### src/rtl/dbg_ctl_pkg.sv
// Shared constants for the debug mode control unit: source indices,
// status-word field positions and exception codes.
package dbg_ctl_pkg;

    localparam int NSRC   = 6;
    localparam int NIMP   = 4;
    localparam int CODE_W = 5;
    localparam int VER_W  = 3;

    // Debug source bit indices; the lowest index has priority on entry.
    localparam int SRC_SSTEP  = 0;
    localparam int SRC_DINT   = 1;
    localparam int SRC_IBRK   = 2;
    localparam int SRC_SWBRK  = 3;
    localparam int SRC_DSTORE = 4;
    localparam int SRC_DLOAD  = 5;

    // Status word field positions.
    localparam int F_MODE   = 0;
    localparam int F_VER    = 1;
    localparam int F_CAUSE  = 4;
    localparam int F_CODE   = 10;
    localparam int F_HALT   = 15;
    localparam int F_DOZE   = 16;
    localparam int F_NOSEG  = 17;
    localparam int F_BYPASS = 18;
    localparam int F_HOLD   = 19;
    localparam int F_PEND   = 20;
    localparam int WORD_W   = 32;

    localparam logic [CODE_W-1:0] CODE_SWBRK = 5'd9;

    // Exception code reported for each imprecise error source.
    function automatic logic [CODE_W-1:0] imp_code_of(input int idx);
        case (idx)
            0:       return 5'd6;
            1:       return 5'd7;
            2:       return 5'd30;
            3:       return 5'd24;
            default: return 5'd0;
        endcase
    endfunction

endpackage

### src/rtl/dbg_src_arb.sv
// Fixed-priority pick among debug exception sources.
// Assumes bit 0 is the most urgent; grant is one-hot or zero.
module dbg_src_arb #(
    parameter int N = 6
) (
    input  logic [N-1:0] req,
    output logic [N-1:0] grant,
    output logic         any
);

    // Keep only the lowest-numbered asserted request.
    always_comb begin
        grant = '0;
        for (int i = N - 1; i >= 0; i--) begin
            if (req[i]) begin
                grant    = '0;
                grant[i] = 1'b1;
            end
        end
    end

    assign any = |req;

endmodule

### src/rtl/dbg_imp_defer.sv
// Holds imprecise error reports while the hold input is high and
// delivers them one per cycle, lowest index first, once it drops.
// Assumes hold already covers every cycle with a competing event.
module dbg_imp_defer
    import dbg_ctl_pkg::*;
#(
    parameter int N = NIMP
) (
    input  logic              clk,
    input  logic              rst_n,
    input  logic              clr,
    input  logic              hold,
    input  logic [N-1:0]      err,
    output logic [N-1:0]      pend,
    output logic              fire,
    output logic [CODE_W-1:0] code
);

    logic [N-1:0] pend_q, pend_d, avail, pick;
    int           pick_idx;

    // Merge new reports with held ones and select the next to deliver.
    always_comb begin
        avail    = pend_q | err;
        pick     = '0;
        pick_idx = 0;
        for (int i = N - 1; i >= 0; i--) begin
            if (avail[i]) begin
                pick     = '0;
                pick[i]  = 1'b1;
                pick_idx = i;
            end
        end
        fire   = !hold && (|avail);
        code   = fire ? imp_code_of(pick_idx) : '0;
        pend_d = clr ? '0 : (fire ? (avail & ~pick) : avail);
    end

    // Pending state register.
    always_ff @(posedge clk) begin
        if (!rst_n) pend_q <= '0;
        else        pend_q <= pend_d;
    end

    assign pend = pend_q;

endmodule

### src/rtl/dbg_seg_dec.sv
// Decodes the debug address window: lower half probe memory, upper
// half debug registers. Active only in debug mode with the window present;
// the bypass bit removes loads and stores but not fetches.
module dbg_seg_dec #(
    parameter int             AW       = 32,
    parameter int             SEG_LOG2 = 21,
    parameter logic [AW-1:0]  SEG_BASE = 32'hFF20_0000
) (
    input  logic [AW-1:0] addr,
    input  logic          is_ls,
    input  logic          in_dm,
    input  logic          bypass,
    input  logic          absent,
    output logic          probe,
    output logic          regs
);

    logic hit, en;

    // Window match on the upper address bits, then split by the half bit.
    always_comb begin
        hit   = (addr[AW-1:SEG_LOG2] == SEG_BASE[AW-1:SEG_LOG2]);
        en    = in_dm && !absent && !(bypass && is_ls) && hit;
        probe = en && !addr[SEG_LOG2-1];
        regs  = en &&  addr[SEG_LOG2-1];
    end

endmodule

### src/rtl/dbg_mode_ctl.sv
// Debug mode control unit top: mode flag, status word, return PC,
// redirect selection, imprecise-error deferral and segment decode.
// Assumes all event inputs are single-cycle and qualified by the core.
module dbg_mode_ctl
    import dbg_ctl_pkg::*;
#(
    parameter int               AW       = 32,
    parameter logic [AW-1:0]    DBG_VEC  = 32'hBFC0_0480,
    parameter logic [VER_W-1:0] VERSION  = 3'd2,
    parameter logic             NO_SEG   = 1'b0,
    parameter int               SEG_LOG2 = 21,
    parameter logic [AW-1:0]    SEG_BASE = 32'hFF20_0000
) (
    input  logic              clk,
    input  logic              rst_n,
    input  logic              soft_rst,
    input  logic [NSRC-1:0]   dbg_src,
    input  logic [AW-1:0]     exc_pc,
    input  logic              core_halt,
    input  logic              core_doze,
    input  logic              exc_valid,
    input  logic [CODE_W-1:0] exc_code,
    input  logic [NIMP-1:0]   imp_err,
    input  logic              deret,
    input  logic              reg_sel,
    input  logic              reg_we,
    input  logic [AW-1:0]     reg_wdata,
    output logic [AW-1:0]     reg_rdata,
    input  logic [AW-1:0]     acc_addr,
    input  logic              acc_is_ls,
    output logic              dbg_mode,
    output logic              redir_valid,
    output logic [AW-1:0]     redir_pc,
    output logic [AW-1:0]     ret_pc,
    output logic              imp_fire,
    output logic [CODE_W-1:0] imp_code,
    output logic              seg_probe,
    output logic              seg_regs
);

    localparam logic [NSRC-1:0] SWBRK_BIT = NSRC'(1) << SRC_SWBRK;

    logic              dm_q, halt_q, doze_q, bypass_q, hold_q;
    logic [AW-1:0]     depc_q;
    logic [NSRC-1:0]   cause_q;
    logic [CODE_W-1:0] code_q;

    logic [NSRC-1:0]   grant;
    logic              src_any;
    logic [NIMP-1:0]   pend;
    logic              enter, dm_sw, dm_imp, dm_exc, ret, hold_imp, wr_ok;
    logic [CODE_W-1:0] dm_code;
    logic [NSRC-1:0]   dm_cause;
    logic [WORD_W-1:0] word;

    dbg_src_arb #(.N(NSRC)) u_arb (
        .req   (dbg_src),
        .grant (grant),
        .any   (src_any)
    );

    dbg_imp_defer #(.N(NIMP)) u_imp (
        .clk   (clk),
        .rst_n (rst_n),
        .clr   (soft_rst),
        .hold  (hold_imp),
        .err   (imp_err),
        .pend  (pend),
        .fire  (imp_fire),
        .code  (imp_code)
    );

    dbg_seg_dec #(.AW(AW), .SEG_LOG2(SEG_LOG2), .SEG_BASE(SEG_BASE)) u_seg (
        .addr   (acc_addr),
        .is_ls  (acc_is_ls),
        .in_dm  (dm_q),
        .bypass (bypass_q),
        .absent (NO_SEG),
        .probe  (seg_probe),
        .regs   (seg_regs)
    );

    // Classify this cycle's event by priority: soft reset, entry, debug-mode exception, return.
    always_comb begin
        enter    = !dm_q && src_any && !soft_rst;
        dm_sw    = dm_q && !soft_rst && (exc_valid || dbg_src[SRC_SWBRK]);
        ret      = dm_q && !soft_rst && deret && !dm_sw;
        hold_imp = hold_q || soft_rst || enter || dm_sw || ret;
        dm_imp   = dm_q && imp_fire;
        dm_exc   = dm_sw || dm_imp;
        wr_ok    = reg_we && dm_q && !soft_rst && !dm_exc && !ret;
    end

    // Code and cause recorded for an exception taken inside debug mode.
    always_comb begin
        if (dm_sw) begin
            dm_code  = exc_valid ? exc_code : CODE_SWBRK;
            dm_cause = exc_valid ? '0 : SWBRK_BIT;
        end else begin
            dm_code  = imp_code;
            dm_cause = '0;
        end
    end

    // Fetch redirect target: saved PC on return, debug vector otherwise.
    always_comb begin
        redir_valid = enter || dm_exc || ret;
        redir_pc    = ret ? depc_q : DBG_VEC;
    end

    // Mode, status fields and return PC update.
    always_ff @(posedge clk) begin
        if (!rst_n) begin
            dm_q     <= 1'b0;
            depc_q   <= '0;
            cause_q  <= '0;
            code_q   <= '0;
            halt_q   <= 1'b0;
            doze_q   <= 1'b0;
            bypass_q <= 1'b0;
            hold_q   <= 1'b0;
        end else if (soft_rst) begin
            dm_q     <= 1'b0;
            bypass_q <= 1'b0;
            hold_q   <= 1'b0;
        end else if (enter) begin
            dm_q    <= 1'b1;
            depc_q  <= exc_pc;
            cause_q <= grant;
            code_q  <= '0;
            halt_q  <= core_halt;
            doze_q  <= core_doze;
            hold_q  <= 1'b1;
        end else if (dm_exc) begin
            depc_q  <= exc_pc;
            cause_q <= dm_cause;
            code_q  <= dm_code;
            halt_q  <= 1'b0;
            doze_q  <= 1'b0;
            hold_q  <= 1'b1;
        end else if (ret) begin
            dm_q   <= 1'b0;
            hold_q <= 1'b0;
        end else if (wr_ok) begin
            if (reg_sel) begin
                depc_q <= reg_wdata;
            end else begin
                bypass_q <= reg_wdata[F_BYPASS];
                hold_q   <= reg_wdata[F_HOLD];
            end
        end
    end

    // Assemble the status word; only mode and version show outside debug mode.
    always_comb begin
        word                      = '0;
        word[F_MODE]              = dm_q;
        word[F_VER +: VER_W]      = VERSION;
        if (dm_q) begin
            word[F_CAUSE +: NSRC]   = cause_q;
            word[F_CODE +: CODE_W]  = code_q;
            word[F_HALT]            = halt_q;
            word[F_DOZE]            = doze_q;
            word[F_NOSEG]           = NO_SEG;
            word[F_BYPASS]          = bypass_q;
            word[F_HOLD]            = hold_q;
            word[F_PEND +: NIMP]    = pend;
        end
    end

    // Read mux; the return PC reads as zero outside debug mode.
    always_comb begin
        if (reg_sel) reg_rdata = dm_q ? depc_q : '0;
        else         reg_rdata = AW'(word);
    end

    assign dbg_mode = dm_q;
    assign ret_pc   = depc_q;

endmodule

### config.mk
export PLATFORM = sky130hd
export DESIGN_NAME = dbg_mode_ctl
export DESIGN_NICKNAME = d
export VERILOG_FILES = /design/src/rtl/dbg_ctl_pkg.sv /design/src/rtl/dbg_src_arb.sv /design/src/rtl/dbg_imp_defer.sv /design/src/rtl/dbg_seg_dec.sv /design/src/rtl/dbg_mode_ctl.sv
export SDC_FILE = /design/constraint.sdc
export NUM_CORES = 1
export LEC_CHECK = 0
export BUFFER_PORTS_ARGS = -buffer_cell sky130_fd_sc_hd__buf_2
export CAP_MARGIN = 20
export CORE_MARGIN = 2
export CORE_UTILIZATION = 35
export DETAILED_ROUTE_END_ITERATION = 10
export PLACE_DENSITY = 0.66
export SYNTH_ARGS = -nofsm -noshare
export SYNTH_HDL_FRONTEND = slang
export SYNTH_HIERARCHICAL = 1
export SYNTH_SLANG_ARGS = --single-unit
### constraint.sdc
create_clock -name clk -period 9.9 [get_ports clk]
set_input_delay 1.98 -clock clk [delete_from_list [all_inputs] [get_ports clk]]
set_output_delay 1.98 -clock clk [all_outputs]
set_load 0.03 [all_outputs]
==> reports/metrics.csv <==
metric,value,unit
seqCellArea,1040,µm²
worstPathArrival,4.99,ns
remaining_drc_errors,0,
async_flop_share,0,%
cts_htree_levels,2,
rsz0062_at_grt,no,
yosys_warnings,6,
max_freq,143,MHz
synth_seq_area_share,26.2,%
cts.repair.resized,0,
ys_ff_latch,52,
path_class,input port to output pin,
start_util,36.2,%
antenna_found_initial,0,
yosysUniqueCellTypes,51,
ir_worst_vdd,0.0688,mV
cts.sinks,52,
critPathMaxStageDelay,0.70,ns
synth_nets,575,
first_pass_iters,5,
multi_input_area,2700,µm²
path_max_fanout,36,
fin_nets,744,
die_h,111,µm
die_width,111,µm
path_clk_slew,0.07,ns
clock_tree.buffer_depth,2,
crit_chain,"buf_2, or4_4, or3_1, nor2_1, o21ai_0, a31oi_1, a221oi_4, buf_4, nand2_1, buf_2",
worst_slew_pin_slew,0.990,ns
powerDensity,111,nW/µm²
clock_latency,0.29,ns
clock_skew,0.00258,ns
holdWs,0.527,ns
syn_avg_cell_area,8.76,µm²
crit_required,7.92,ns
finalWirelength,13300,µm
dpl.hpwl,9280,µm
place_congestion,0.907,
grt_use_total,20.8,%
ios,227,
synthCells,454,
postCtsSetupBuffers,0,
dieArea,12200,µm²
cts_root_buffer,clkbuf_16,
numPortBuffers,206,
diodes,0,
hold_class,flip-flop to flip-flop,
stdcell_count,764,
post-route-min-period,6.97,ns
final-hold-violation-count,0,
drive_gt1_share,40.7,%
fin_setup_tns,0,ns
slew_violations,0,
grt_max_degree,104,
ant_nets,0,
syn-cell-area,3980,µm²
overflow,0,
synth-edff-count,0,
relSlewSlack,34.0,%
cts_hold_buf,0,
finalCritPeriodShare,70.4,%
via_count,4175,
n_fill_cell,1098,
p_leak,2.53,nW
cp-start-kind,input port,
post_drt_wl_per_cell,17.5,µm
setup_viol,0,
synth_flop_cell,dfxtp_1,
cts_tree,built,
viasPerCell,5.46,
first_global_vias,3979,
row_count,38,
area_delta_synth_final,29.2,%
cts_buffers,5,
placedCellCount,756,
core_area,11000,µm²
crit_slowest_cell,a31oi_1,
drt_iter0_drc,268,
status,"finished, final reports clean",
worstSetupEndpointType,output pin,
crit_top_cell,buf_2,
grt_pass1_wl,20900,µm
drv_cap,0,
==> through the flow <==
| step | worst slack (ns) | instance area [µm²] | power, mW | util (%) |
|---|---|---|---|---|
| floorplan | 3.22 | 3980 | 0.342 | - |
| global placement | 3.01 | 4990 | 0.393 | 45.5 |
| detailed placement | 2.96 | 4990 | 0.396 | 45.5 |
| CTS | 2.96 | 5140 | 0.575 | 46.8 |
| global route | 2.75 | 5140 | 0.597 | 46.8 |
| finish | 2.93 | 5140 | 0.568 | 46.8 |
==> registers in the layout, indices dropped and copies added (netlist names) <==
register,flops
code_q,5
doze_q,1
cause_q,6
u_imp/pend,4
hold_q,1
dbg_mode,1
halt_q,1
bypass_q,1
ret_pc,32
==> placed cells by master (no fill, tap or decap), types with 2 or more instances in the layout <==
cell type / netlist / layout
buf_2: 7 / 205
nor2b_1: 65 / 65
mux2i_1: 52 / 52
dfxtp_1: 52 / 52
nand3b_1: 34 / 34
and3_1: 32 / 32
nand3_1: 32 / 32
o221ai_2: 29 / 29
nand2b_1: 16 / 16
nand2_1: 14 / 14
a22oi_1: 12 / 12
nor2_1: 11 / 11
o21ai_0: 6 / 6
clkbuf_16: 0 / 5
buf_4: 6 / 5
a21oi_1: 4 / 4
nor4_1: 4 / 4
inv_1: 3 / 3
a211oi_1: 3 / 3
nor3b_1: 3 / 3
and2_1: 2 / 2
nand4b_1: 2 / 2
o221ai_1: 2 / 2
or3_1: 2 / 2
clkbuf_1: 31 / 2
nor3_1: 2 / 2
==> power by group <==
part / switching (mW) / internal [mW]
Clock: 0.0771 / 0.101
Sequential: 0.0181 / 0.222
Combinational: 0.0919 / 0.0579
Total: 0.187 / 0.381
==> final cells by class <==
class                   count  area share [%]
multi-input cells         350            52.5
clock buffers               8            2.85
flip-flops and latches     52            20.3
inverters                   4           0.292
repair buffers            210            20.7
well taps                 140            3.41
==> kinds of logic (layout without fill, tap and decap cells) <==
| logic type | Yosys count | after routing | share of synthesized area [%] |
|---|---|---|---|
| buf+inv | 52 | 222 | 6.26 |
| simple gates | 231 | 231 | 36.4 |
| mux | 52 | 52 | 13.1 |
| other cells | 1 | 1 | 0.0942 |
| compound gates | 66 | 66 | 18.0 |
| flops | 52 | 52 | 26.2 |
==> critical path, delay by kind of cell <==
| kind | cells | cell delay (ns) |
|---|---|---|
| buffers and inverters | 3 | 0.68 |
| AO/OA/AOI/OAI | 3 | 1.06 |
| AND/OR/NAND/NOR | 4 | 1.27 |
==> final timing paths <==
check	from	endpoint	slack, ns	depth (start not counted)
max	dbg_src[0]	redir_valid	2.93	10
min	u_imp/pend[2]$_SDFF_PP0_	u_imp/pend[2]$_SDFF_PP0_	0.53	2
max reg2reg	dbg_mode$_SDFFE_PP0P_	ret_pc[7]$_SDFFE_PN0P_	6.04	8
min reg2reg	u_imp/pend[2]$_SDFF_PP0_	u_imp/pend[2]$_SDFF_PP0_	0.53	2
==> routing by layer <==
layer  global-route usage [%]  vias up  routed length [µm]
li1                         -     2007                   -
met1                     27.1     1979                5870
met2                     35.4      173                6510
met3                     3.79       16                 783
met4                     5.17        0                 187
met5                        0        -                   0
==> cell usage after synthesis (2+ instances only) <==
cell | n | area share, %
nor3_1 | 2 | 0.25
a22oi_1 | 12 | 2.3
o221ai_2 | 29 | 11
and2_1 | 2 | 0.31
nor3b_1 | 3 | 0.57
buf_6 | 3 | 0.85
buf_4 | 6 | 1.1
mux2i_1 | 52 | 13
o21ai_0 | 6 | 0.75
dfxtp_1 | 52 | 26
nand4b_1 | 2 | 0.44
buf_2 | 7 | 0.88
o221ai_1 | 2 | 0.44
a211oi_1 | 3 | 0.57
or3_1 | 2 | 0.31
nand2_1 | 14 | 1.3
nand3_1 | 32 | 4.0
nor2b_1 | 65 | 10
nor4_1 | 4 | 0.63
nand3b_1 | 34 | 6.4
inv_1 | 3 | 0.28
nor2_1 | 11 | 1.0
nand2b_1 | 16 | 2.5
a21oi_1 | 4 | 0.50
and3_1 | 32 | 5.0
clkbuf_1 | 31 | 2.9
(Power assumes the default switching activity.)
